### config.mk
export PLATFORM = sky130hd
export DESIGN_NAME = pts_store
export DESIGN_NICKNAME = d
export VERILOG_FILES = /design/src/rtl/pts_pkg.sv /design/src/rtl/pts_free_list.sv /design/src/rtl/pts_join_ctr.sv /design/src/rtl/pts_arg_bank.sv /design/src/rtl/pts_store.sv
export SDC_FILE = /design/constraint.sdc
export NUM_CORES = 1
export LEC_CHECK = 0
export ABC_AREA = 1
export BUFFER_PORTS_ARGS = -buffer_cell sky130_fd_sc_hd__buf_2
export CAP_MARGIN = 10
export CORE_ASPECT_RATIO = 2
export CORE_UTILIZATION = 35
export DETAILED_ROUTE_END_ITERATION = 8
export GPL_TIMING_DRIVEN = 0
export PLACE_DENSITY = 0.62
export SYNTH_ARGS = -nofsm -noshare
export SYNTH_HDL_FRONTEND = slang
export SYNTH_SLANG_ARGS = --single-unit
### constraint.sdc
create_clock -name clk -period 6.55 [get_ports clk]
set_input_delay 0.9825 -clock clk [delete_from_list [all_inputs] [get_ports clk]]
set_output_delay 0.9825 -clock clk [all_outputs]
set_load 0.02 [all_outputs]
### src/rtl/pts_pkg.sv
package pts_pkg;
   // Width of an index field able to name n items; never below one bit.
   function automatic int unsigned field_bits(input int unsigned n);
      return (n > 1) ? $clog2(n) : 1;
   endfunction

   // Width of a counter able to hold the value n.
   function automatic int unsigned count_bits(input int unsigned n);
      return $clog2(n + 1);
   endfunction
endpackage

### src/rtl/pts_free_list.sv
module pts_free_list #(
   parameter int unsigned N     = 8,
   parameter int unsigned IDX_W = 3
) (
   input  logic             clk,
   input  logic             rst_n,
   input  logic             alloc_en,
   input  logic             free_en,
   input  logic [IDX_W-1:0] free_idx,
   output logic             has_free,
   output logic [IDX_W-1:0] alloc_idx,
   output logic [N-1:0]     live
);
   logic [N-1:0] live_q;

   always_ff @(posedge clk) begin
      if (!rst_n) begin
         live_q <= '0;
      end else begin
         for (int e = 0; e < N; e++) begin
            if (alloc_en && (alloc_idx == IDX_W'(e)))
               live_q[e] <= 1'b1;
            else if (free_en && (free_idx == IDX_W'(e)))
               live_q[e] <= 1'b0;
         end
      end
   end

   // lowest free index wins
   always_comb begin
      has_free  = 1'b0;
      alloc_idx = '0;
      for (int e = N - 1; e >= 0; e--) begin
         if (!live_q[e]) begin
            has_free  = 1'b1;
            alloc_idx = IDX_W'(e);
         end
      end
   end

   assign live = live_q;

   AST_ALLOC_BECOMES_LIVE: assert property (@(posedge clk) disable iff (!rst_n)
      alloc_en |=> live_q[$past(alloc_idx)]);
   AST_FREE_ONLY_LIVE: assert property (@(posedge clk) disable iff (!rst_n)
      free_en |-> live_q[free_idx]);
endmodule

### src/rtl/pts_join_ctr.sv
module pts_join_ctr #(
   parameter int unsigned N     = 8,
   parameter int unsigned IDX_W = 3,
   parameter int unsigned CNT_W = 2
) (
   input  logic             clk,
   input  logic             rst_n,
   input  logic             load_en,
   input  logic [IDX_W-1:0] load_idx,
   input  logic [CNT_W-1:0] load_val,
   input  logic             dec_en,
   input  logic [IDX_W-1:0] dec_idx,
   output logic [CNT_W-1:0] dec_cnt
);
   logic [N-1:0][CNT_W-1:0] cnt_q;

   for (genvar e = 0; e < N; e++) begin : g_ctr
      always_ff @(posedge clk) begin
         if (!rst_n)
            cnt_q[e] <= '0;
         else if (load_en && (load_idx == IDX_W'(e)))
            cnt_q[e] <= load_val;
         else if (dec_en && (dec_idx == IDX_W'(e)))
            cnt_q[e] <= cnt_q[e] - 1'b1;
      end
   end

   assign dec_cnt = cnt_q[dec_idx];

   AST_DEC_NONZERO: assert property (@(posedge clk) disable iff (!rst_n)
      dec_en |-> (dec_cnt != '0));
endmodule

### src/rtl/pts_arg_bank.sv
module pts_arg_bank #(
   parameter int unsigned N      = 8,
   parameter int unsigned A      = 2,
   parameter int unsigned IDX_W  = 3,
   parameter int unsigned SLOT_W = 1,
   parameter int unsigned DATA_W = 16
) (
   input  logic                clk,
   input  logic                wr_en,
   input  logic [IDX_W-1:0]    wr_idx,
   input  logic [SLOT_W-1:0]   wr_slot,
   input  logic [DATA_W-1:0]   wr_data,
   input  logic [IDX_W-1:0]    rd_idx,
   output logic [A*DATA_W-1:0] rd_args
);
   localparam int unsigned DEPTH = N * A;

   logic [DATA_W-1:0] mem_q [DEPTH];

   always_ff @(posedge clk) begin
      if (wr_en)
         mem_q[int'(wr_idx) * A + int'(wr_slot)] <= wr_data;
   end

   // read with bypass of the word written in this cycle
   for (genvar s = 0; s < A; s++) begin : g_slot
      assign rd_args[s*DATA_W +: DATA_W] =
         (wr_en && (wr_idx == rd_idx) && (wr_slot == SLOT_W'(s))) ? wr_data
                                                                  : mem_q[int'(rd_idx) * A + s];
   end
endmodule

### src/rtl/pts_store.sv
module pts_store #(
   parameter int unsigned TILE_ID     = 0,
   parameter int unsigned TILE_W      = 2,
   parameter int unsigned NUM_ENTRIES = 8,
   parameter int unsigned NUM_ARGS    = 2,
   parameter int unsigned DATA_W      = 16,
   parameter int unsigned TYPE_W      = 4,
   parameter int unsigned PE_W        = 2,
   localparam int unsigned IDX_W  = pts_pkg::field_bits(NUM_ENTRIES),
   localparam int unsigned SLOT_W = pts_pkg::field_bits(NUM_ARGS),
   localparam int unsigned CNT_W  = pts_pkg::count_bits(NUM_ARGS),
   localparam int unsigned CONT_W = TILE_W + IDX_W + SLOT_W,
   localparam int unsigned ARGS_W = NUM_ARGS * DATA_W
) (
   input  logic              clk,
   input  logic              rst_n,
   input  logic              create_valid,
   output logic              create_ready,
   input  logic [TYPE_W-1:0] create_type,
   input  logic [CONT_W-1:0] create_cont,
   input  logic [CNT_W-1:0]  create_count,
   output logic              rsp_valid,
   output logic [CONT_W-1:0] rsp_cont,
   input  logic              arg_valid,
   output logic              arg_ready,
   input  logic [CONT_W-1:0] arg_cont,
   input  logic [DATA_W-1:0] arg_data,
   input  logic [PE_W-1:0]   arg_src_pe,
   output logic              task_valid,
   input  logic              task_ready,
   output logic [TYPE_W-1:0] task_type,
   output logic [CONT_W-1:0] task_cont,
   output logic [ARGS_W-1:0] task_args,
   output logic [PE_W-1:0]   task_dest,
   output logic              err_flag
);
   // elaboration-time parameter checks
   if (NUM_ENTRIES < 2) begin : g_bad_entries
      $error("pts_store: NUM_ENTRIES must be at least 2");
   end
   if (NUM_ARGS < 1) begin : g_bad_args
      $error("pts_store: NUM_ARGS must be at least 1");
   end
   if (TILE_ID >= (1 << TILE_W)) begin : g_bad_tile
      $error("pts_store: TILE_ID does not fit in TILE_W");
   end

   localparam logic [TILE_W-1:0] MY_TILE = TILE_W'(TILE_ID);

   // argument address decode
   logic [TILE_W-1:0] a_tile;
   logic [IDX_W-1:0]  a_idx;
   logic [SLOT_W-1:0] a_slot;
   assign a_tile = arg_cont[CONT_W-1 -: TILE_W];
   assign a_idx  = arg_cont[SLOT_W +: IDX_W];
   assign a_slot = arg_cont[SLOT_W-1:0];

   logic [NUM_ENTRIES-1:0] live;
   logic                   has_free;
   logic [IDX_W-1:0]       alloc_idx;
   logic [CNT_W-1:0]       dec_cnt;
   logic [ARGS_W-1:0]      merged_args;

   logic addr_ok, arg_fire, arg_take, arg_last, create_fire;
   logic task_valid_q;

   always_comb begin
      addr_ok = (a_tile == MY_TILE)
             && (int'(a_idx) < NUM_ENTRIES)
             && (int'(a_slot) < NUM_ARGS);
      if (addr_ok)
         addr_ok = live[a_idx];
   end

   assign arg_ready   = !task_valid_q || task_ready;
   assign arg_fire    = arg_valid && arg_ready;
   assign arg_take    = arg_fire && addr_ok;
   assign arg_last    = arg_take && (dec_cnt == CNT_W'(1));
   assign create_ready = has_free;
   assign create_fire  = create_valid && has_free;

   pts_free_list #(.N(NUM_ENTRIES), .IDX_W(IDX_W)) u_free (
      .clk       (clk),
      .rst_n     (rst_n),
      .alloc_en  (create_fire),
      .free_en   (arg_last),
      .free_idx  (a_idx),
      .has_free  (has_free),
      .alloc_idx (alloc_idx),
      .live      (live)
   );

   pts_join_ctr #(.N(NUM_ENTRIES), .IDX_W(IDX_W), .CNT_W(CNT_W)) u_join (
      .clk      (clk),
      .rst_n    (rst_n),
      .load_en  (create_fire),
      .load_idx (alloc_idx),
      .load_val (create_count),
      .dec_en   (arg_take),
      .dec_idx  (a_idx),
      .dec_cnt  (dec_cnt)
   );

   pts_arg_bank #(.N(NUM_ENTRIES), .A(NUM_ARGS), .IDX_W(IDX_W),
                  .SLOT_W(SLOT_W), .DATA_W(DATA_W)) u_args (
      .clk     (clk),
      .wr_en   (arg_take),
      .wr_idx  (a_idx),
      .wr_slot (a_slot),
      .wr_data (arg_data),
      .rd_idx  (a_idx),
      .rd_args (merged_args)
   );

   // metadata array: task type and parent continuation
   logic [TYPE_W-1:0] meta_type_q [NUM_ENTRIES];
   logic [CONT_W-1:0] meta_cont_q [NUM_ENTRIES];

   always_ff @(posedge clk) begin
      if (create_fire) begin
         meta_type_q[alloc_idx] <= create_type;
         meta_cont_q[alloc_idx] <= create_cont;
      end
   end

   // continuation response
   logic              rsp_valid_q;
   logic [CONT_W-1:0] rsp_cont_q;

   always_ff @(posedge clk) begin
      if (!rst_n) begin
         rsp_valid_q <= 1'b0;
         rsp_cont_q  <= '0;
      end else begin
         rsp_valid_q <= create_fire;
         if (create_fire)
            rsp_cont_q <= {MY_TILE, alloc_idx, {SLOT_W{1'b0}}};
      end
   end

   // ready-task output register
   logic [TYPE_W-1:0] task_type_q;
   logic [CONT_W-1:0] task_cont_q;
   logic [ARGS_W-1:0] task_args_q;
   logic [PE_W-1:0]   task_dest_q;
   logic              err_q;

   always_ff @(posedge clk) begin
      if (!rst_n) begin
         task_valid_q <= 1'b0;
         task_type_q  <= '0;
         task_cont_q  <= '0;
         task_args_q  <= '0;
         task_dest_q  <= '0;
         err_q        <= 1'b0;
      end else begin
         if (arg_last) begin
            task_valid_q <= 1'b1;
            task_type_q  <= meta_type_q[a_idx];
            task_cont_q  <= meta_cont_q[a_idx];
            task_args_q  <= merged_args;
            task_dest_q  <= arg_src_pe;
         end else if (task_ready) begin
            task_valid_q <= 1'b0;
         end
         if (arg_fire && !addr_ok)
            err_q <= 1'b1;
      end
   end

   assign rsp_valid  = rsp_valid_q;
   assign rsp_cont   = rsp_cont_q;
   assign task_valid = task_valid_q;
   assign task_type  = task_type_q;
   assign task_cont  = task_cont_q;
   assign task_args  = task_args_q;
   assign task_dest  = task_dest_q;
   assign err_flag   = err_q;

   AST_RSP_FOLLOWS_CREATE: assert property (@(posedge clk) disable iff (!rst_n)
      (create_valid && create_ready) |=> rsp_valid);
   AST_FULL_NO_RSP: assert property (@(posedge clk) disable iff (!rst_n)
      (&live) |=> !rsp_valid);
   AST_TASK_HOLDS: assert property (@(posedge clk) disable iff (!rst_n)
      (task_valid && !task_ready) |=> (task_valid && $stable(task_args)
                                       && $stable(task_dest) && $stable(task_type)));
   AST_ERR_STICKY: assert property (@(posedge clk) disable iff (!rst_n)
      err_flag |=> err_flag);
endmodule

; Word level (Yosys, flattened, before mapping)
; Memories as Yosys holds them, arrays and structs flattened. A register that Yosys moved wholly into a read port is not among the register bits.
; Index checks and enable logic that the tools add are counted.
[word_totals]
latchBits = 0
mem_bits_ro = 0
mem_count = 3
out_inout_bits = 55
register_bits = 32
mem_bits_rw = 336
word_cells = 165
[memory_table]
columns = name, depth, width, read_ports, rd_ports_with_merged_regs, write_ports, line_no
row1 = u_args.mem_q, 16, 16, 2, 2, 1, pts_arg_bank.sv:18  ; logic [DATA_W-1:0] mem_q [DEPTH];
row2 = meta_cont_q, 8, 6, 1, 1, 1, pts_store.sv:117  ; logic [CONT_W-1:0] meta_cont_q [NUM_ENTRIES];
row3 = meta_type_q, 8, 4, 1, 1, 1, pts_store.sv:116  ; logic [TYPE_W-1:0] meta_type_q [NUM_ENTRIES];
[classes]
order_cmp = 1
addsub = 10
shift = 0
muxes = 59
multipliers = 0
n_div = 0
reduce_logical = 56
n_bitwise = 0
eq_ne = 15
[op_table]
columns = cell, count
row1 = 2-bit two-way mux, 17
row2 = 2-bit nonzero test, 17
row3 = 1-bit two-way mux, 32
row4 = 1-bit logical AND, 29
row5 = "3-bit == test, second input constant", 8
row6 = 3-bit two-way mux, 8
row7 = "2-bit by 1-bit subtractor with 2-bit output, second input constant", 8
row8 = "3-bit by 2-bit == test with 1-bit output, second input constant", 4
row9 = 2-bit binary-select mux with 3-bit select, 1
row10 = "3-bit by 1-bit == test with 1-bit output, second input constant", 2
row11 = 1-bit logical NOT, 6
row12 = 3-bit logical NOT, 2
row13 = 4-bit by 1-bit adder with 4-bit output, 1
row14 = "4-bit by 1-bit adder with 4-bit output, second input constant", 1
row15 = "3-bit by 4-bit < comparator with 1-bit output, second input constant", 1
row16 = 1-bit binary-select mux with 3-bit select, 1
row17 = "2-bit by 1-bit == test with 1-bit output, second input constant", 1
row18 = 2-bit logical NOT, 1
row19 = 1-bit logical OR, 1

; Logic depth before layout (Yosys ltp)
; Gate-level depths: netlist of the first run.
[depth]
depth_word = 11
ltp_mapped = 14
mapped_depth_nobuf = 14

; Cells and area by module
; Synthesis of the first run repeated with hierarchy kept, for this count alone.
[unflattened]
cells_unflattened = 1833
area_unflattened_um2 = 17707.0
[modules_own_cells]
columns = mod, n_inst, seq_area_each_um2, cells_each, area_each_um2
row1 = pts_arg_bank, 1, 7687.4, 936, 10736.5
row2 = pts_store, 1, 3403.3, 592, 5265.0
row3 = pts_join_ctr, 1, 320.3, 230, 1234.9
row4 = pts_free_list, 1, 160.2, 75, 470.5

; Worst setup path before layout of the first run
; Ideal clock, no wire load.
[synth_path]
path_type = input to register
startpoint = input arg_cont[2]
endpoint = memory u_args.mem_q[0][0], enable pin
stages = 9
setup_slack_ns = 3.306
t_required_ns = 6.162
arrival_ns = 2.856
path_cell_list = buf_2 > nor2_1 > nand2_1 > nand3_1 > nor2_2 > nor2_4 > nand3_1 > clkbuf_1 > nor2_1
[synth_between]
elab_chain_cells = 6
[synth_lines]
columns = element, line_no
row1 = "start, declared", pts_store.sv:26  ; input logic [CONT_W-1:0] arg_cont,
row2 = 1-bit binary-select mux with 3-bit select, pts_store.sv:72  ; addr_ok = live[a_idx];
row3 = 1-bit two-way mux (not written as such), pts_store.sv:72
row4 = 1-bit two-way mux, pts_store.sv:71  ; if (addr_ok)
row5 = 1-bit logical AND, pts_store.sv:77  ; assign arg_take = arg_fire && addr_ok;
row6 = 1-bit two-way mux, pts_arg_bank.sv:21  ; if (wr_en)
row7 = 1-bit two-way mux (not written as such), pts_arg_bank.sv:22  ; mem_q[int'(wr_idx) * A + int'(wr_slot)] <= wr_data;
row8 = "end, declared", pts_arg_bank.sv:18
; Parallel ways exist; a longest one is shown, timed or not. The select of a mux whose other input is x is not followed.

; Worst setup path in the final report of the first run
[layout_path]
startpoint = input arg_cont[3]
endpoint = memory u_args.mem_q[10][8], enable pin
; Same word-level chain as after synthesis.

==> metrics.md, run 1 <==
| Metric | Value |
|---|---|
| Status | `finished, final reports clean` |
| Ratio of cells with drive above 1 in the final layout | `12.4%` |
| CP Capture Type | `flip-flop` |
| GPL Wtd Cong | `around 0.9` |
| CORE AREA | `0.0467 mm^2` |
| CP cell instances | `clkbuf_1 -> inv_1 -> nand2_1 -> nor2_2 -> nor2_4 -> nand3_1 -> clkbuf_1 -> nor2_2 -> buf_16` |
| TritonCTS clock tree | `done` |
| Total net switching power | `between 1000 and 1500 uW` |
| CTS H-tree lvls | `2` |
| WL final | `51700 um` |
| RSZ-0062 raised after global routing | `false` |
| Setup repair bufs after CTS | `0` |
| Die ar. | `0.0482 mm^2` |
| Max incr delay on CP | `0.72 ns` |
| Drc violations | `0` |
| Hold slack | `0.477 ns` |
| Avg WL per Cell | `21.8 um` |
| Worst EP required | `between 6 and 7 ns` |
| Final hold vios | `0` |
| DRT Pass-1 Iters | `7` |
| Crit-path max FO | `10` |
| Hold path cells | `2` |
| Most frequent cells in the layout | `604 x nand2_1, 336 x edfxtp_1, 105 x buf_2, 96 x inv_1, 82 x a21oi_1` |
| Initial antenna violation count | `0` |
| Vias in the first global route | `~13000` |
| Worst path slowest cell | `nor2_2` |
| Grt peak-use layer | `met2` |
| Hold worst-path end | `task_type[1]$_SDFFE_PN0P_` |
| Most common cell after layout, fill and taps aside | `nand2_1` |
| Highest clock rate | `247 MHz` |
| Critical Path Source | `arg_cont[3]` |
| Setup Slack @ Placement | `between 2 and 2.5 ns` |
| Buffers & Inverters on Critical Path | `4` |
| GRT Total Usage | `a little over a fifth` |
| DR iter-0 viols | `816` |
| Minimum clock period | `4.05 ns` |
| Worst setup SP type | `input pin` |
| Final WS setup | `around 2.5 ns` |
| Synth Area per Inst | `roughly 11 um^2` |
| Area growth, synth to finish | `17.3%` |
| First-pass GRT wire length | `75200 um` |
| CP arrival | `4.30 ns` |
| Clk slew on worst S/H paths | `0.06 ns` |
| Ports | `96` |
| Period utilization | `61.8%` |
| Delay-heaviest family, CP | `buffers and inverters` |
| Setup tns final | `0 ns` |
| Antenna cells | `0` |
| Slew Viols, Final | `0` |
| Port Buffers | `90` |
| P_int | `4120 uW` |
| Chip Width | `between 150 and 200 um` |
| Fill count | `4365` |
| Vias per cell | `5.11` |
| FF-to-FF setup slack | `approximately 3.3 ns` |
| Synth Cell Area | `0.0166 mm^2` |
| Leak | `0.00734 uW` |
| Largest net degree at the start of global routing | `19` |
| Worst hold path type | `reg2reg` |
| Hold Crit Start | `task_type[1]$_SDFFE_PN0P_` |
| Yosys Warn Count | `0` |
| Switching Share | `22.8%` |
| Post_cts resized | `0` |
| Met2 Use GR | `40.2%` |
| Root Driver | `clkbuf_16` |
| Max VDD drop | `163 uV` |
| Met1 Use GR | `20.6%` |
| Clock sinks | `410` |
| Clk buf depth | `3` |
| Synth cell types | `29` |
| Worst R2R Start | `u_free.live[4]$_SDFFE_PN0P_` |
| Max-Slew Margin vs Limit | `between 30% and 40%` |
| Row cnt | `112` |
| Initial Util | `35.5%` |
| Quantity of hold-fixing buffers added after cts | `0` |
| Reg-to-Reg End | `u_args.mem_q[10][8]$_DFFE_PP_` |
| Worst-margin pin slew | `about 0.97 ns` |
| Chip Height | `310 um` |
| Worst r2r path cells | `10` |
| Clk_skew | `0.0214 ns` |
| Post-DP HPWL | `~37000 um` |
| Setup violators final | `0` |
| CTS Buf Count | `36` |
| Reg power frac | `53.2%` |
| CP Class | `in2reg` |
| Antenna Nets Post-Route | `0` |
| Sequential fraction of the synthesis area | `between 60% and 70%` |
| #FFs+latches synth | `410` |
| NumNets Final | `1757` |
| Cells after Synth | `1570` |
| Power per Cell Area | `~270 mW/mm^2` |
| GR Overflow Total | `0` |
| Comb pwr share | `5.8%` |
| Grt met3 use | `3.21%` |
| Clk network pwr share | `between 40 and 50%` |
| Max cap viols | `0` |
| Clock Latency Late Sink | `around 0.55 ns` |
| Total number of vias | `12100` |
==> cell type report <==
class | instances | area [um^2] | area share (%)
clock buffers | 50 | 1080 | 5.56
well taps | 627 | 785 | 4.04
clock inverters | 16 | 139 | 0.715
plain buffers | 73 | 319 | 1.64
flip-flops and latches | 410 | 11600 | 59.6
multi-input cells | 988 | 4340 | 22.3
inverters | 101 | 382 | 1.96
repair buffers | 106 | 816 | 4.20
==> Yosys cell counts (all sizes together) <==
library cell / instances / area [um^2]
conb: 1 / 3.75
nand2: 606 / 2280
nand3: 78 / 405
inv: 101 / 382
o2111ai: 4 / 35.0
clkbuf: 41 / 154
buf: 32 / 165
mux2i: 4 / 40.0
a21oi: 82 / 410
xnor2: 7 / 61.3
nor3b: 1 / 12.5
o21ai: 48 / 240
nor2b: 1 / 6.26
a22oi: 8 / 60.1
dfxtp: 74 / 1480
xor2: 1 / 8.76
nand4: 61 / 382
edfxtp: 336 / 10100
nor2: 84 / 343
==> worst max-delay path by stage <==
| stage | depth (start not counted) | endpoint |
|---|---|---|
| 6_report | 9 | u_args.mem_q[10][8]$_DFFE_PP_ |
| 4_1_cts | 9 | u_args.mem_q[10][12]$_DFFE_PP_ |
| 5_1_grt | 9 | u_args.mem_q[10][12]$_DFFE_PP_ |
| 3_3_place_gp | 8 | u_args.mem_q[10][8]$_DFFE_PP_ |
| 3_5_place_dp | 9 | u_args.mem_q[10][8]$_DFFE_PP_ |
| 2_1_floorplan | 9 | u_args.mem_q[0][0]$_DFFE_PP_ |
==> kinds of logic after synthesis <==
group,synth area share [%]
xor+xnor,0.423
other cells,0.0226
flops,69.9
compound gates,4.50
mux,0.242
buf+inv,4.23
simple gates,20.7
==> power groups by stage <==
stage                     Clock [uW]  Combinational [uW]  Sequential, uW
after floorplan                    0                 157            2900
after global placement             0                 298            2900
after global routing            2310                 334            2840
after CTS                       2220                 306            2840
final                           2190                 308            2840
after detailed placement           0                 305            2900
==> layer usage <==
| metal | vias up | share of wire [%] |
|---|---|---|
| li1 | 5592 | - |
| met5 | - | 0 |
| met1 | 5770 | 33 |
| met2 | 531 | 52 |
| met3 | 217 | 5.2 |
| met4 | 0 | 9.3 |
==> metrics by stage <==
step / cells / power (uW) / cell area (um^2) / utilization [%]
global route: 2371 / 5480 / 19400 / 41.6
finish: 2371 / 5340 / 19400 / 41.6
floorplan: 1572 / 3050 / 16600 / -
detailed placement: 2305 / 3200 / 18200 / 39.0
global placement: 2289 / 3190 / 17800 / 38.1
CTS: 2371 / 5360 / 19400 / 41.6
==> tightest hold or removal path, stage by stage, from the launching register on <==
cell and delay [ns]:
dfxtp_1 0.32, nor2_1 0.04, nor2_1 0.08
==> registers in the layout (all words and copies together) (netlist names) <==
name / flops
task_type: 4
task_cont: 6
u_args.mem_q: 256
meta_type_q: 32
u_join.cnt_q: 16
task_dest: 2
rsp_valid: 1
task_valid: 1
rsp_cont: 3
meta_cont_q: 48
u_free.live: 8
err_flag: 1
task_args: 32
Note: power is estimated with default switching activity, not from simulation.
==> run 2: changes to the inputs <==
- PLACE_DENSITY: 0.62 -> 0.64
- clock period: 6.55 -> 3.7 ns (I/O delays scaled with it)
==> run 2 against run 1 <==
Clock power increased by 81%. Combinational power up 77%. Sequential share of layout area unchanged. Sequential cell count unchanged. Sequential power is 77% higher. Highest routed layer is now met5. Total power rose by 79%.
==> metrics.md, run 2 (synthesized netlist as in run 1, its figures left out) <==
| Metric | Value |
|---|---|
| Hold Crit Start | `arg_src_pe[0]` |
| Die ar. | `0.0482 mm^2 (unchanged)` |
| First-pass GRT wire length | `74600 um (-0.77%)` |
| TritonCTS clock tree | `done` |
| Chip Width | `156 um (unchanged)` |
| Setup repair bufs after CTS | `0 (unchanged)` |
| Hold slack | `0.262 ns (-0.215 ns)` |
| Largest register FFs | `256 (unchanged)` |
| Clk buf depth | `3 (unchanged)` |
| Power per Cell Area | `490 mW/mm^2 (+79%)` |
| Antenna cells | `0 (unchanged)` |
| DRT Pass-1 Iters | `6 (-1)` |
| Setup Slack @ Placement | `-0.365 ns (-2.41 ns)` |
| Clock sinks | `410 (unchanged)` |
| Most flops, register | `u_args.mem_q` |
| GR Overflow Total | `0 (unchanged)` |
| Avg WL per Cell | `21.7 um (-0.34%)` |
| Worst R2R Start | `u_free.live[5]$_SDFFE_PN0P_` |
| GPL Wtd Cong | `0.937 (+2.1%)` |
| CTS Buf Count | `36 (unchanged)` |
| CP arrival | `3.80 ns (-0.50 ns)` |
| Vias in the first global route | `12300 (-1.9%)` |
| Status | `finished, final reports clean` |
| Setup tns final | `0 ns (unchanged)` |
| Area growth, synth to finish | `17.3% (unchanged)` |
| WL final | `51500 um (-0.34%)` |
| Largest regs | `u_args.mem_q (256), meta_cont_q (48)` |
| Row cnt | `112 (unchanged)` |
| RSZ-0062 raised after global routing | `false` |
| Most common cell after layout, fill and taps aside | `nand2_1` |
| Vias per cell | `5.18 (+1.3%)` |
| Highest clock rate | `~280 MHz` |
| Final WS setup | `0.159 ns (-2.35 ns)` |
| Post-DP HPWL | `37200 um (-0.36%)` |
| Fill count | `4315 (-1.1%)` |
| Drc violations | `0 (unchanged)` |
| Crit-path max FO | `10 (unchanged)` |
| GRT Total Usage | `21.4% (-0.22 points)` |
| Clk slew on worst S/H paths | `0.07 ns (about the same)` |
| Slew Viols, Final | `0 (unchanged)` |
| Cell total after placement | `2305 (unchanged)` |
| Worst-margin pin slew | `1.00 ns (+0.0348 ns)` |
| Quantity of hold-fixing buffers added after cts | `0 (unchanged)` |
| Worst EP required | `3.96 ns (-2.84 ns)` |
| Post_cts resized | `0 (unchanged)` |
| Largest net degree at the start of global routing | `20 (+1)` |
| Chip Height | `310 um (unchanged)` |
| Max-Slew Margin vs Limit | `33.2% (-2.3 points)` |
| CORE AREA | `0.0467 mm^2 (unchanged)` |
| Non-filler cells, final | `2371 (unchanged)` |
| Final hold vios | `0 (unchanged)` |
| Max cap viols | `0 (unchanged)` |
| Most frequent cells in the layout | `604 x nand2_1, 336 x edfxtp_1, 105 x buf_2, 96 x inv_1, 82 x a21oi_1` |
| Critical Path Source | `arg_cont[3]` |
| Clock Latency Late Sink | `0.56 ns (about the same)` |
| Period utilization | `95.7%` |
| Port Buffers | `90 (unchanged)` |
| Max VDD drop | `284 uV (+74%)` |
| Total number of vias | `12300 (+1.3%)` |
| Setup violators final | `0 (unchanged)` |
| Initial Util | `35.5% (unchanged)` |
| Leak | `0.00734 uW (-0.10%)` |
| Antenna Nets Post-Route | `0 (unchanged)` |
| Clk_skew | `0.0340 ns (+0.0126 ns)` |
| Initial antenna violation count | `2 (+2)` |
| DR iter-0 viols | `988 (+21%)` |
| Worst hold path type | `in2reg` |
| CP Class | `in2reg` |
| Minimum clock period | `3.54 ns` |
| CP Capture Type | `flip-flop` |
| DP Area | `0.0182 mm^2 (about the same)` |
| Root Driver | `clkbuf_16` |
| Ports | `96 (unchanged)` |
| CTS H-tree lvls | `2 (unchanged)` |
| NumNets Final | `1757 (unchanged)` |
| Worst setup SP type | `input pin` |
| Ratio of cells with drive above 1 in the final layout | `12.4% (unchanged)` |
| Final Cell Area | `0.0194 mm^2 (unchanged)` |
[run 2: cell count changes in the layout (fill, tap and decap cells not counted), moves of 2 or more]
cell and change:
bufinv_16 +3, clkbuf_8 -2, clkbuf_16 -4, clkinv_4 +4
[run 2: worst paths after layout]
kind                                          to  slack (ns)  cells after the start
hold / removal         task_dest[0]$_SDFFE_PN0P_        0.26                      3
hold reg to reg        task_type[1]$_SDFFE_PN0P_        0.48                      2
setup reg to reg  u_args.mem_q[15][14]$_DFFE_PP_        0.50                     10
setup / recovery  u_args.mem_q[15][14]$_DFFE_PP_        0.16                      9
[run 2: layer usage]
| layer | track usage (%) | vias to the layer above | routed length (um) |
|---|---|---|---|
| met5 | 0 | - | 20 |
| met3 | 3.20 | 199 | 3090 |
| li1 | - | 5576 | - |
| met2 | 40.3 | 617 | 27500 |
| met1 | 20.5 | 5877 | 16800 |
| met4 | 16.8 | 4 | 4150 |
[run 2: metrics by stage]
stage	utilization [%]	total power, uW
global placement	38.1	5650
detailed placement	39.0	5660
finish	41.6	9530
global route	41.6	9760
floorplan	-	5410
CTS	41.6	9550
[run 2: worst max-delay path: stages]
cell      delay [ns]
clkbuf_1        0.62
inv_1           0.32
nand2_1         0.17
nor2_2          0.08
nor2_4          0.28
nand3_2         0.31
clkbuf_1        0.46
nor2_2          0.73
buf_8           0.24
[run 2: layout make-up]
| type | count | area, um^2 | share of cell area [%] |
|---|---|---|---|
| tap | 627 | 785 | 4.04 |
| timing repair buffer | 106 | 800 | 4.12 |
| clock inverter | 21 | 279 | 1.44 |
| inverter | 101 | 382 | 1.96 |
| buffer | 73 | 319 | 1.64 |
| multi-input combinational | 988 | 4340 | 22.3 |
| sequential | 410 | 11600 | 59.6 |
| clock buffer | 45 | 956 | 4.92 |
[run 2: power by group]
| part | total (uW) | internal (uW) | switching [uW] |
|---|---|---|---|
| Combinational | 545 | 131 | 414 |
| Clock | 3960 | 2170 | 1780 |
| Sequential | 5020 | 5010 | 14.2 |
